## src/rtl/fal_pkg.sv

```systemverilog
package fal_pkg;
   // Number of sectors in the hexagon
   localparam int unsigned SECTORS = 6;

   // Fixed-point reciprocal of the healthy ring count (truncated)
   function automatic int unsigned recip_q(input int unsigned levels, input int unsigned frac);
      return (32'd1 << frac) / (levels - 1);
   endfunction

   // Phase pair feeding a sector: 0 -> A+C, 1 -> B+C, 2 -> A+B
   function automatic int unsigned pair_of(input int unsigned sector);
      return sector % 3;
   endfunction
endpackage

```

## src/rtl/fal_layer_calc.sv

```systemverilog
module fal_layer_calc #(
   parameter int unsigned LEVELS = 11,
   parameter int unsigned CNT_W  = 4,
   localparam int unsigned LW    = CNT_W + 1
) (
   input  logic [CNT_W-1:0]            cnt_a,
   input  logic [CNT_W-1:0]            cnt_b,
   input  logic [CNT_W-1:0]            cnt_c,
   output logic [fal_pkg::SECTORS*LW-1:0] sec_cnt,
   output logic [LW-1:0]               worst,
   output logic                        bad_cnt
);
   localparam int unsigned HALF = (LEVELS - 1) / 2;

   logic [LW-1:0] sum_ac, sum_bc, sum_ab, max_1;

   assign sum_ac = LW'(cnt_a) + LW'(cnt_c);
   assign sum_bc = LW'(cnt_b) + LW'(cnt_c);
   assign sum_ab = LW'(cnt_a) + LW'(cnt_b);

   for (genvar s = 0; s < fal_pkg::SECTORS; s++) begin : g_sec
      if (fal_pkg::pair_of(s) == 0) begin : g_ac
         assign sec_cnt[s*LW +: LW] = sum_ac;
      end else if (fal_pkg::pair_of(s) == 1) begin : g_bc
         assign sec_cnt[s*LW +: LW] = sum_bc;
      end else begin : g_ab
         assign sec_cnt[s*LW +: LW] = sum_ab;
      end
   end

   assign max_1   = (sum_ac > sum_bc) ? sum_ac : sum_bc;
   assign worst   = (max_1 > sum_ab) ? max_1 : sum_ab;
   assign bad_cnt = (cnt_a > CNT_W'(HALF)) | (cnt_b > CNT_W'(HALF)) | (cnt_c > CNT_W'(HALF));
endmodule

```

## src/rtl/fal_limit_scale.sv

```systemverilog
module fal_limit_scale #(
   parameter int unsigned LEVELS     = 11,
   parameter int unsigned CNT_W      = 4,
   parameter int unsigned MAG_W      = 16,
   parameter int unsigned LAYER_STEP = 3000,
   parameter int unsigned RATIO_F    = 15,
   localparam int unsigned LW        = CNT_W + 1,
   localparam int unsigned RW        = RATIO_F + 1
) (
   input  logic [LW-1:0]    worst,
   input  logic             bad_cnt,
   output logic [MAG_W-1:0] limit,
   output logic [RW-1:0]    ratio
);
   localparam int unsigned RECIP   = fal_pkg::recip_q(LEVELS, RATIO_F);
   localparam bit          STEP_P2 = (LAYER_STEP & (LAYER_STEP - 1)) == 0;
   localparam int unsigned STEP_SH = $clog2(LAYER_STEP);

   logic [LW-1:0] usable;

   // Rings still available; forced to zero for an illegal count
   assign usable = bad_cnt ? '0 : (LW'(LEVELS - 1) - worst);

   if (STEP_P2) begin : g_shift
      assign limit = MAG_W'(usable) << STEP_SH;
   end else begin : g_mult
      assign limit = MAG_W'(usable) * MAG_W'(LAYER_STEP);
   end

   assign ratio = RW'(usable) * RW'(RECIP);
endmodule

```

## src/rtl/fal_clamp.sv

```systemverilog
module fal_clamp #(
   parameter int unsigned MAG_W = 16
) (
   input  logic [MAG_W-1:0] ref_mag,
   input  logic [MAG_W-1:0] limit,
   output logic [MAG_W-1:0] mag,
   output logic             over
);
   assign over = ref_mag > limit;
   assign mag  = over ? limit : ref_mag;
endmodule

```

## src/rtl/fault_amp_limiter.sv

```systemverilog
module fault_amp_limiter #(
   parameter int unsigned LEVELS     = 11,
   parameter int unsigned CNT_W      = 4,
   parameter int unsigned MAG_W      = 16,
   parameter int unsigned LAYER_STEP = 3000,
   parameter int unsigned RATIO_F    = 15
) (
   input  logic                          clk,
   input  logic                          rst_n,
   input  logic                          in_valid,
   input  logic [CNT_W-1:0]              fault_a,
   input  logic [CNT_W-1:0]              fault_b,
   input  logic [CNT_W-1:0]              fault_c,
   input  logic [MAG_W-1:0]              ref_mag,
   output logic                          out_valid,
   output logic [MAG_W-1:0]              out_mag,
   output logic                          out_clamped,
   output logic                          out_err,
   output logic [6*(CNT_W+1)-1:0]        sec_layers,
   output logic [CNT_W:0]                worst_layers,
   output logic [RATIO_F:0]              ratio
);
   localparam int unsigned LW   = CNT_W + 1;
   localparam int unsigned RW   = RATIO_F + 1;
   localparam int unsigned HALF = (LEVELS - 1) / 2;

   // Elaboration-time parameter checks
   if (LEVELS < 3 || (LEVELS % 2) == 0) begin : g_chk_levels
      $error("LEVELS must be odd and at least 3");
   end
   if (HALF >= (1 << CNT_W)) begin : g_chk_cnt
      $error("CNT_W too narrow for the per-phase cell count");
   end
   if (LAYER_STEP == 0 || (LAYER_STEP * (LEVELS - 1)) >= (1 << MAG_W)) begin : g_chk_mag
      $error("healthy limit does not fit in MAG_W");
   end
   if (LW > RW || RATIO_F > 30) begin : g_chk_ratio
      $error("RATIO_F out of range");
   end

   logic [6*LW-1:0] sec_w;
   logic [LW-1:0]   worst_w;
   logic            bad_w, over_w;
   logic [MAG_W-1:0] limit_w, mag_w;
   logic [RW-1:0]   ratio_w;

   fal_layer_calc #(.LEVELS(LEVELS), .CNT_W(CNT_W)) u_layers (
      .cnt_a(fault_a), .cnt_b(fault_b), .cnt_c(fault_c),
      .sec_cnt(sec_w), .worst(worst_w), .bad_cnt(bad_w)
   );

   fal_limit_scale #(
      .LEVELS(LEVELS), .CNT_W(CNT_W), .MAG_W(MAG_W),
      .LAYER_STEP(LAYER_STEP), .RATIO_F(RATIO_F)
   ) u_scale (
      .worst(worst_w), .bad_cnt(bad_w), .limit(limit_w), .ratio(ratio_w)
   );

   fal_clamp #(.MAG_W(MAG_W)) u_clamp (
      .ref_mag(ref_mag), .limit(limit_w), .mag(mag_w), .over(over_w)
   );

   always_ff @(posedge clk or negedge rst_n) begin
      if (!rst_n) begin
         out_valid    <= 1'b0;
         out_clamped  <= 1'b0;
         out_mag      <= '0;
         out_err      <= 1'b0;
         sec_layers   <= '0;
         worst_layers <= '0;
         ratio        <= '0;
      end else begin
         out_valid   <= in_valid;
         out_clamped <= in_valid & over_w;
         if (in_valid) begin
            out_mag      <= mag_w;
            out_err      <= bad_w;
            sec_layers   <= sec_w;
            worst_layers <= worst_w;
            ratio        <= ratio_w;
         end
      end
   end

   // Latency of one clock, in both directions
   assert_valid_rise_R9: assert property (@(posedge clk) disable iff (!rst_n)
      in_valid |=> out_valid);
   assert_valid_fall_R9: assert property (@(posedge clk) disable iff (!rst_n)
      !in_valid |=> !out_valid);
   assert_hold_idle_R9: assert property (@(posedge clk) disable iff (!rst_n)
      !in_valid |=> ($stable(out_mag) && $stable(worst_layers) && $stable(ratio)));

   // Clamp flag only with a result
   assert_clamp_valid_R6: assert property (@(posedge clk) disable iff (!rst_n)
      out_clamped |-> out_valid);
   assert_never_grow_R6: assert property (@(posedge clk) disable iff (!rst_n)
      out_valid |-> out_mag <= $past(ref_mag));
   assert_passthru_R5: assert property (@(posedge clk) disable iff (!rst_n)
      (out_valid && !out_clamped) |-> out_mag == $past(ref_mag));

   // Worst count dominates all sectors; opposite sectors agree
   assert_worst_max_R3: assert property (@(posedge clk) disable iff (!rst_n)
      out_valid |-> (worst_layers >= sec_layers[0 +: LW] &&
                     worst_layers >= sec_layers[LW +: LW] &&
                     worst_layers >= sec_layers[2*LW +: LW]));
   assert_mirror_R1: assert property (@(posedge clk) disable iff (!rst_n)
      out_valid |-> sec_layers[0 +: LW] == sec_layers[3*LW +: LW]);

   // Illegal count zeroes the usable range
   assert_err_zero_R8: assert property (@(posedge clk) disable iff (!rst_n)
      (out_valid && out_err) |-> (ratio == '0 && out_mag == '0));
endmodule

```

## config.mk

```make
export PLATFORM = sky130hd
export DESIGN_NAME = fault_amp_limiter
export DESIGN_NICKNAME = d
export VERILOG_FILES = /design/src/rtl/fal_pkg.sv /design/src/rtl/fal_layer_calc.sv /design/src/rtl/fal_limit_scale.sv /design/src/rtl/fal_clamp.sv /design/src/rtl/fault_amp_limiter.sv
export SDC_FILE = /design/constraint.sdc
export NUM_CORES = 1
export LEC_CHECK = 0
export ABC_AREA = 1
export BUFFER_PORTS_ARGS = -buffer_cell sky130_fd_sc_hd__buf_2
export CORE_UTILIZATION = 31
export CTS_CLUSTER_SIZE = 10
export DETAILED_ROUTE_END_ITERATION = 7
export SETUP_SLACK_MARGIN = 0.5
export SLEW_MARGIN = 5
export SYNTH_ARGS = -nofsm -noshare
export SYNTH_HDL_FRONTEND = slang
export SYNTH_SLANG_ARGS = --single-unit
export TNS_END_PERCENT = 20
```

## constraint.sdc

```tcl
create_clock -name clk -period 0.8 [get_ports clk]
set_clock_uncertainty 0.05 [all_clocks]
set_input_delay 0 -clock clk [delete_from_list [all_inputs] [get_ports clk]]
set_output_delay 0 -clock clk [all_outputs]
set_load 0.005 [all_outputs]
```

### Yosys cells after proc, flatten, opt, wreduce, memory -nomap -nowiden

Index checks and enable logic that the tools add are counted.

| cells by class | value |
|---|---|
| $add $sub $neg | 4 |
| $mul | 2 |
| divide/modulo/power cells | 0 |
| magnitude comparators | 6 |
| equal/unequal tests | 0 |
| shift-type cells | 0 |
| mux-type cells | 4 |
| bitwise operators | 3 |
| reduce and logical (&&, ||, !) cells | 0 |

Operators with widths:

| kind | count |
|---|---|
| 16-bit > comparator | 1 |
| 16-bit 2-to-1 mux | 1 |
| 4-bit by 4-bit adder with 5-bit output | 3 |
| 5-bit 2-to-1 mux | 3 |
| 5-bit by 10-bit multiplier with 14-bit output (second input constant) | 1 |
| 5-bit by 9-bit multiplier with 13-bit output (second input constant) | 1 |
| 4-bit by 3-bit > comparator with 1-bit output (second input constant) | 3 |
| 5-bit > comparator | 2 |
| 4-bit by 5-bit subtractor with 5-bit output (first input constant) | 1 |
| 1-bit OR | 2 |
| 1-bit bitwise AND | 1 |

| storage, ports and cells | value |
|---|---|
| register bits after elaboration | 68 |
| latch bits | 0 |
| RAM bits | 0 |
| bits in read-only memories | 0 |
| output and inout port bits | 70 |
| logic and storage cells | 26 |
| memories | 0 |

### Longest topological paths before layout

| depth | value |
|---|---|
| depth in word-level cells | 10 |
| depth in mapped cells | 63 |

### Modules after synthesis

From an unflattened synthesis, not the netlist that was laid out.

| second synthesis, totals | value |
|---|---|
| cells, all modules | 823 |
| area, all modules | 5960.7 um^2 |

By module, submodules not included:

| module | instances | cells an instance | area each (um^2) |
|---|---|---|---|
| fault_amp_limiter | 1 | 292 | 2627.5 |
| fal_limit_scale | 1 | 254 | 1620.3 |
| fal_layer_calc | 1 | 154 | 1007.2 |
| fal_clamp | 1 | 123 | 705.7 |

### Worst setup path after synthesis

OpenSTA, ideal clock, no wires.

| path | value |
|---|---|
| path type | input to register |
| start point | input port fault_a[0] |
| end point | register out_mag[9] |
| arrival time | 7.985 ns |
| required time | 0.626 ns |
| path slack | -7.359 ns |
| cell stages on the path | 57 |
| buffers on the path | 1 |
| path through | ha_1 fa_1 nand2_1 inv_1 o21ai_0 and2_1 inv_1 ha_1 nand2_1 nor2_1 nand4_1 nand2_4 nand2_2 and2_1 ha_1 nand2_1 nor2_1 inv_1 (+21 left out) a21oi_1 xor2_1 inv_1 nand4_1 nand2_2 ha_1 nand2_1 inv_1 nand3_1 nor3_1 nand2_1 o2111ai_1 nand2_1 inv_1 buf_2 nand2_1 o211ai_1 nand2_1 |

| on the way | value |
|---|---|
| longest elaborated chain between the ends | 10 |

Ends and longest elaborated chain:

| what | RTL line | source |
|---|---|---|
| start: declaration | fault_amp_limiter.sv:11 | `input logic [CNT_W-1:0] fault_a,` |
| 4-bit by 4-bit adder with 5-bit output * | fal_layer_calc.sv:17 | `assign sum_ac = LW'(cnt_a) + LW'(cnt_c);` |
| via sec_w[19] | fault_amp_limiter.sv:41 | `logic [6*LW-1:0] sec_w;` |
| 5-bit > comparator | fal_layer_calc.sv:31 | `assign max_1 = (sum_ac > sum_bc) ? sum_ac : sum_bc;` |
| 5-bit 2-to-1 mux * | fal_layer_calc.sv:31 |  |
| 5-bit > comparator | fal_layer_calc.sv:32 | `assign worst = (max_1 > sum_ab) ? max_1 : sum_ab;` |
| 5-bit 2-to-1 mux * | fal_layer_calc.sv:32 |  |
| via u_layers.worst[1] | fal_layer_calc.sv:10 | `output logic [LW-1:0] worst,` |
| 4-bit by 5-bit subtractor with 5-bit output * | fal_limit_scale.sv:22 | `assign usable = bad_cnt ? '0 : (LW'(LEVELS - 1) - worst);` |
| 5-bit 2-to-1 mux * | fal_limit_scale.sv:22 |  |
| 5-bit by 9-bit multiplier with 13-bit output * | fal_limit_scale.sv:27 | `assign limit = MAG_W'(usable) * MAG_W'(LAYER_STEP);` |
| 16-bit > comparator | fal_clamp.sv:9 | `assign over = ref_mag > limit;` |
| 16-bit 2-to-1 mux * | fal_clamp.sv:10 | `assign mag = over ? limit : ref_mag;` |
| end signal: assignment | fault_amp_limiter.sv:76 | `out_mag <= mag_w;` |
| end: declaration | fault_amp_limiter.sv:16 | `output logic [MAG_W-1:0] out_mag,` |

Mark *: on every way through the listed nets, which the timed path passes. The rest lies on a longest branch.
A chain may end at the register's enable or synchronous reset.

### Worst setup path after layout

| path | value |
|---|---|
| start point | input port fault_c[0] |
| end point | register out_mag[12] |

| on the way | value |
|---|---|
| longest elaborated chain between the ends | 10 |

Ends and longest elaborated chain:

| what | RTL line | source |
|---|---|---|
| start: declaration | fault_amp_limiter.sv:13 | `input logic [CNT_W-1:0] fault_c,` |
| 4-bit by 4-bit adder with 5-bit output * | fal_layer_calc.sv:17 |  |
| via sec_w[19] | fault_amp_limiter.sv:41 |  |
| 5-bit > comparator | fal_layer_calc.sv:31 |  |
| 5-bit 2-to-1 mux * | fal_layer_calc.sv:31 |  |
| 5-bit > comparator | fal_layer_calc.sv:32 |  |
| 5-bit 2-to-1 mux * | fal_layer_calc.sv:32 |  |
| 4-bit by 5-bit subtractor with 5-bit output * | fal_limit_scale.sv:22 |  |
| 5-bit 2-to-1 mux * | fal_limit_scale.sv:22 |  |
| 5-bit by 9-bit multiplier with 13-bit output * | fal_limit_scale.sv:27 |  |
| 16-bit > comparator | fal_clamp.sv:9 |  |
| 16-bit 2-to-1 mux * | fal_clamp.sv:10 |  |

Marks and branches as above.

==> impl_metrics.toml <==
[clock_network]
clock-sinks = 53
clkSlewWorstSetupHoldPaths_ps = 80
cts_made_buffers = 5
worstSkewPairLatency_ps = 300
htreeDepth = 2
cts_tree = "yes"
root_buffer = "clkbuf_16"
cts_buffer_depth = 2

[yosys]
async_reset_ff_frac = 1.00
ys_seq_area_frac = 0.285
ys_ff_latch = 53
syn_avg_cell_area_sq_um = 8.20
synth_warnings = 0
synth_edf_count = 0
synth.distinct_cells = 43
syn_inst = 567
synth_ff_type = "dfrtp_1"
synth_area_sq_mm = 0.00465

[finish]
post-route-cell-area_sq_mm = 0.00771
antenna_cells = 0
area_growth_pct = 65.9
drive_gt1_frac = 0.534
utilization = 0.529
nNetsFinal = 945

[timing]
min_period_over_period = 9.63
rsz0062_at_grt = "true"
maxSlewViolCount = 0
whs_ps = -370
finalWorstSetupSlack_ps = -6900
setup_viol = 117
finalCriticalPeriod_ps = 7700
hold_viol = 64
fmax_mhz = 130

[floorplanning]
core_area_sq_mm = 0.0146
die_w_microns = 124
fp.dieH_microns = 124
initial_core_util = 0.319
row_count = 44
die-area_sq_mm = 0.0155
ios = 101

[setup_path]
reg2reg_from = "out_err"
critPathSlowestCell = "fa_2"
critPathArrivalTime_ps = 7840
path_buf_inv = 18
start_kind = "input pin"
critPathTopFamily = "adder cells"
endpoint_kind = "flop"
path_class = "in -> reg"
ff2ff_path_depth = 2
cp_max_fo = 6
slowest_delay_ps = 560
required_ps = 940
crit_path_frequent_cell = "buf_4"
r2r_slack_ps = 20
reg2reg_to = "out_err"

[detailed_routing]
wl_per_cell_microns = 14.2
routed_wl_microns = 14400
drc = 0
viasPerCell = 4.63
first_pass_iters = 4
via_count = 4688
dr.first_iter.drc_count = 169
antenna_left = 0

[power]
comb_power_share = 0.633
fin_total_pwr_mw = 16.8
power_frac_seq = 0.214
power.density_mw_per_mm2 = 2180
ir_drop_v = 0.00127
pwr-share-clk = 0.153
swShare = 0.401
p_int_mw = 10.1
switchingPower_mw = 6.76
leakagePower_nw = 4.02

[run_status]
violations = "hold timing, setup timing"
status = "finished with violations"

[global_routing]
grt_pass1_wl_microns = 22700
grt_max_degree = 54
grt_pass1_vias = 4757
antenna_found_initial = 0
grt_overflow = 0
grtUsageTotal = 0.180

[place]
place_area_sq_mm = 0.00641
dp_slack_ps = -7310
place.gp.congestion = 0.817
hpwl_microns = 10100
io_buffers = 98

[flow_run]
cap_violations = 0

[min_path]
min_path_type = "in -> async"
kinds of logic after synthesis:
logic type / synth area share
xor gates and xnor gates: 0.0396
adders and majority gates: 0.252
AOI/OAI and AO/OA: 0.124
buffers and inverters: 0.0953
other: 0.000807
and+or+nand+nor: 0.203
DFF: 0.285
Yosys cell counts, types with 3 or more instances:
cell type    n  share of area
clkbuf_1    10         0.0081
nand4_1      7         0.0094
nand3_1     12          0.013
nand2_2     12          0.016
nor2_1      17          0.014
xnor2_1      7          0.013
xor2_1      14          0.026
o21ai_0     41          0.044
a31oi_1      3         0.0040
o21ai_1      4         0.0043
inv_1       63          0.051
o211ai_1     7          0.011
o21ai_2      5         0.0094
a21oi_1     29          0.031
nand3_2      3         0.0065
ha_1        73           0.20
nand2_1    140           0.11
inv_2        3         0.0024
fa_1        13          0.056
buf_4       19          0.031
or2_2        4         0.0054
nor3_1       3         0.0032
dfrtp_1     53           0.29
sequential cells by signal, summed over array words and instances, names as in the netlist:
signal        count
worst_layers      5
sec_layers       15
out_mag          16
ratio            14
out_clamped       1
out_valid         1
out_err           1
per-stage QoR:
| stage | setup TNS, ps | cells | hold WS [ps] |
|---|---|---|---|
| CTS | -196270 | 997 | -356 |
| detailed placement | -217400 | 955 | -26.8 |
| finish | -202490 | 1013 | -370 |
| floorplan | -193290 | 568 | -346 |
| global route | -218670 | 1013 | -352 |
| global placement | -211590 | 955 | -28.7 |
repair_timing:
action	4_1_cts	5_1_grt
setup buffers	32	15
setup endpoints to repair	120	120
gates cloned	2	1
gates resized for setup	92	73
pin swaps	53	20
endpoints found under the hold margin	64	62
final cells by class:
cell class | instances | area [sq um]
Clock buffer | 5 | 125
Timing Repair Buffer | 284 | 2060
Tap cell | 184 | 230
Sequential cell | 53 | 1330
Inverter | 67 | 274
Clock inverter | 3 | 43.8
Multi-Input combinational cell | 417 | 3650
Fill cell | 1304 | 6880
how the worst max path moves through the flow:
stage               startpoint          end  slack, ps  cells after the start
floorplan           fault_a[0]  out_mag[12]      -6790                     58
global placement    fault_a[0]  out_mag[11]      -7120                     53
detailed placement  fault_a[0]  out_mag[11]      -7310                     54
CTS                 fault_c[0]  out_mag[11]      -6660                     60
global route        fault_c[0]   out_mag[8]      -7370                     56
finish              fault_c[0]  out_mag[12]      -6900                     53
power by group through the flow:
stage	clock network (mW)	registers, mW	logic (mW)
after floorplan	0	3.66	4.23
after global placement	0	3.66	7.51
after detailed placement	0	3.66	7.59
after CTS	2.63	3.61	9.17
after global routing	2.71	3.68	11.6
final	2.57	3.61	10.7
cell usage in the layout, fill, tap and decap left out, drive strengths merged:
cell     instances
o221ai           2
nor4b            1
clkbuf           6
inv             66
a21oi           31
xnor2            7
nor2            19
o211ai           7
fa              13
nand3b           1
nand4            7
dfrtp           53
o2111ai          1
or2              5
buf            283
clkinv           3
nor3             3
nand3           17
and2             2
o211a            1
conb             2
bufinv           1
o31ai            1
a21o             1
o21a             1
a31oi            3
o21ai           50
nand2          154
o21bai           1
xor2            14
ha              73
metal layers:
layer | wire [microns] | share of wire | up-vias | track usage
met3 | 415 | 0.029 | 11 | 0.0228
met1 | 6510 | 0.45 | 2212 | 0.236
met4 | 167 | 0.012 | 0 | 0.0425
li1 | - | - | 2371 | -
met2 | 7330 | 0.51 | 94 | 0.314
met5 | 0 | 0 | - | 0
worst reg2reg max path: stages, from the launching register on:
cell,delay [ps]
dfrtp_1,420
nand2_1,80
o21ai_0,100
Power figures use the tool's default switching activity.
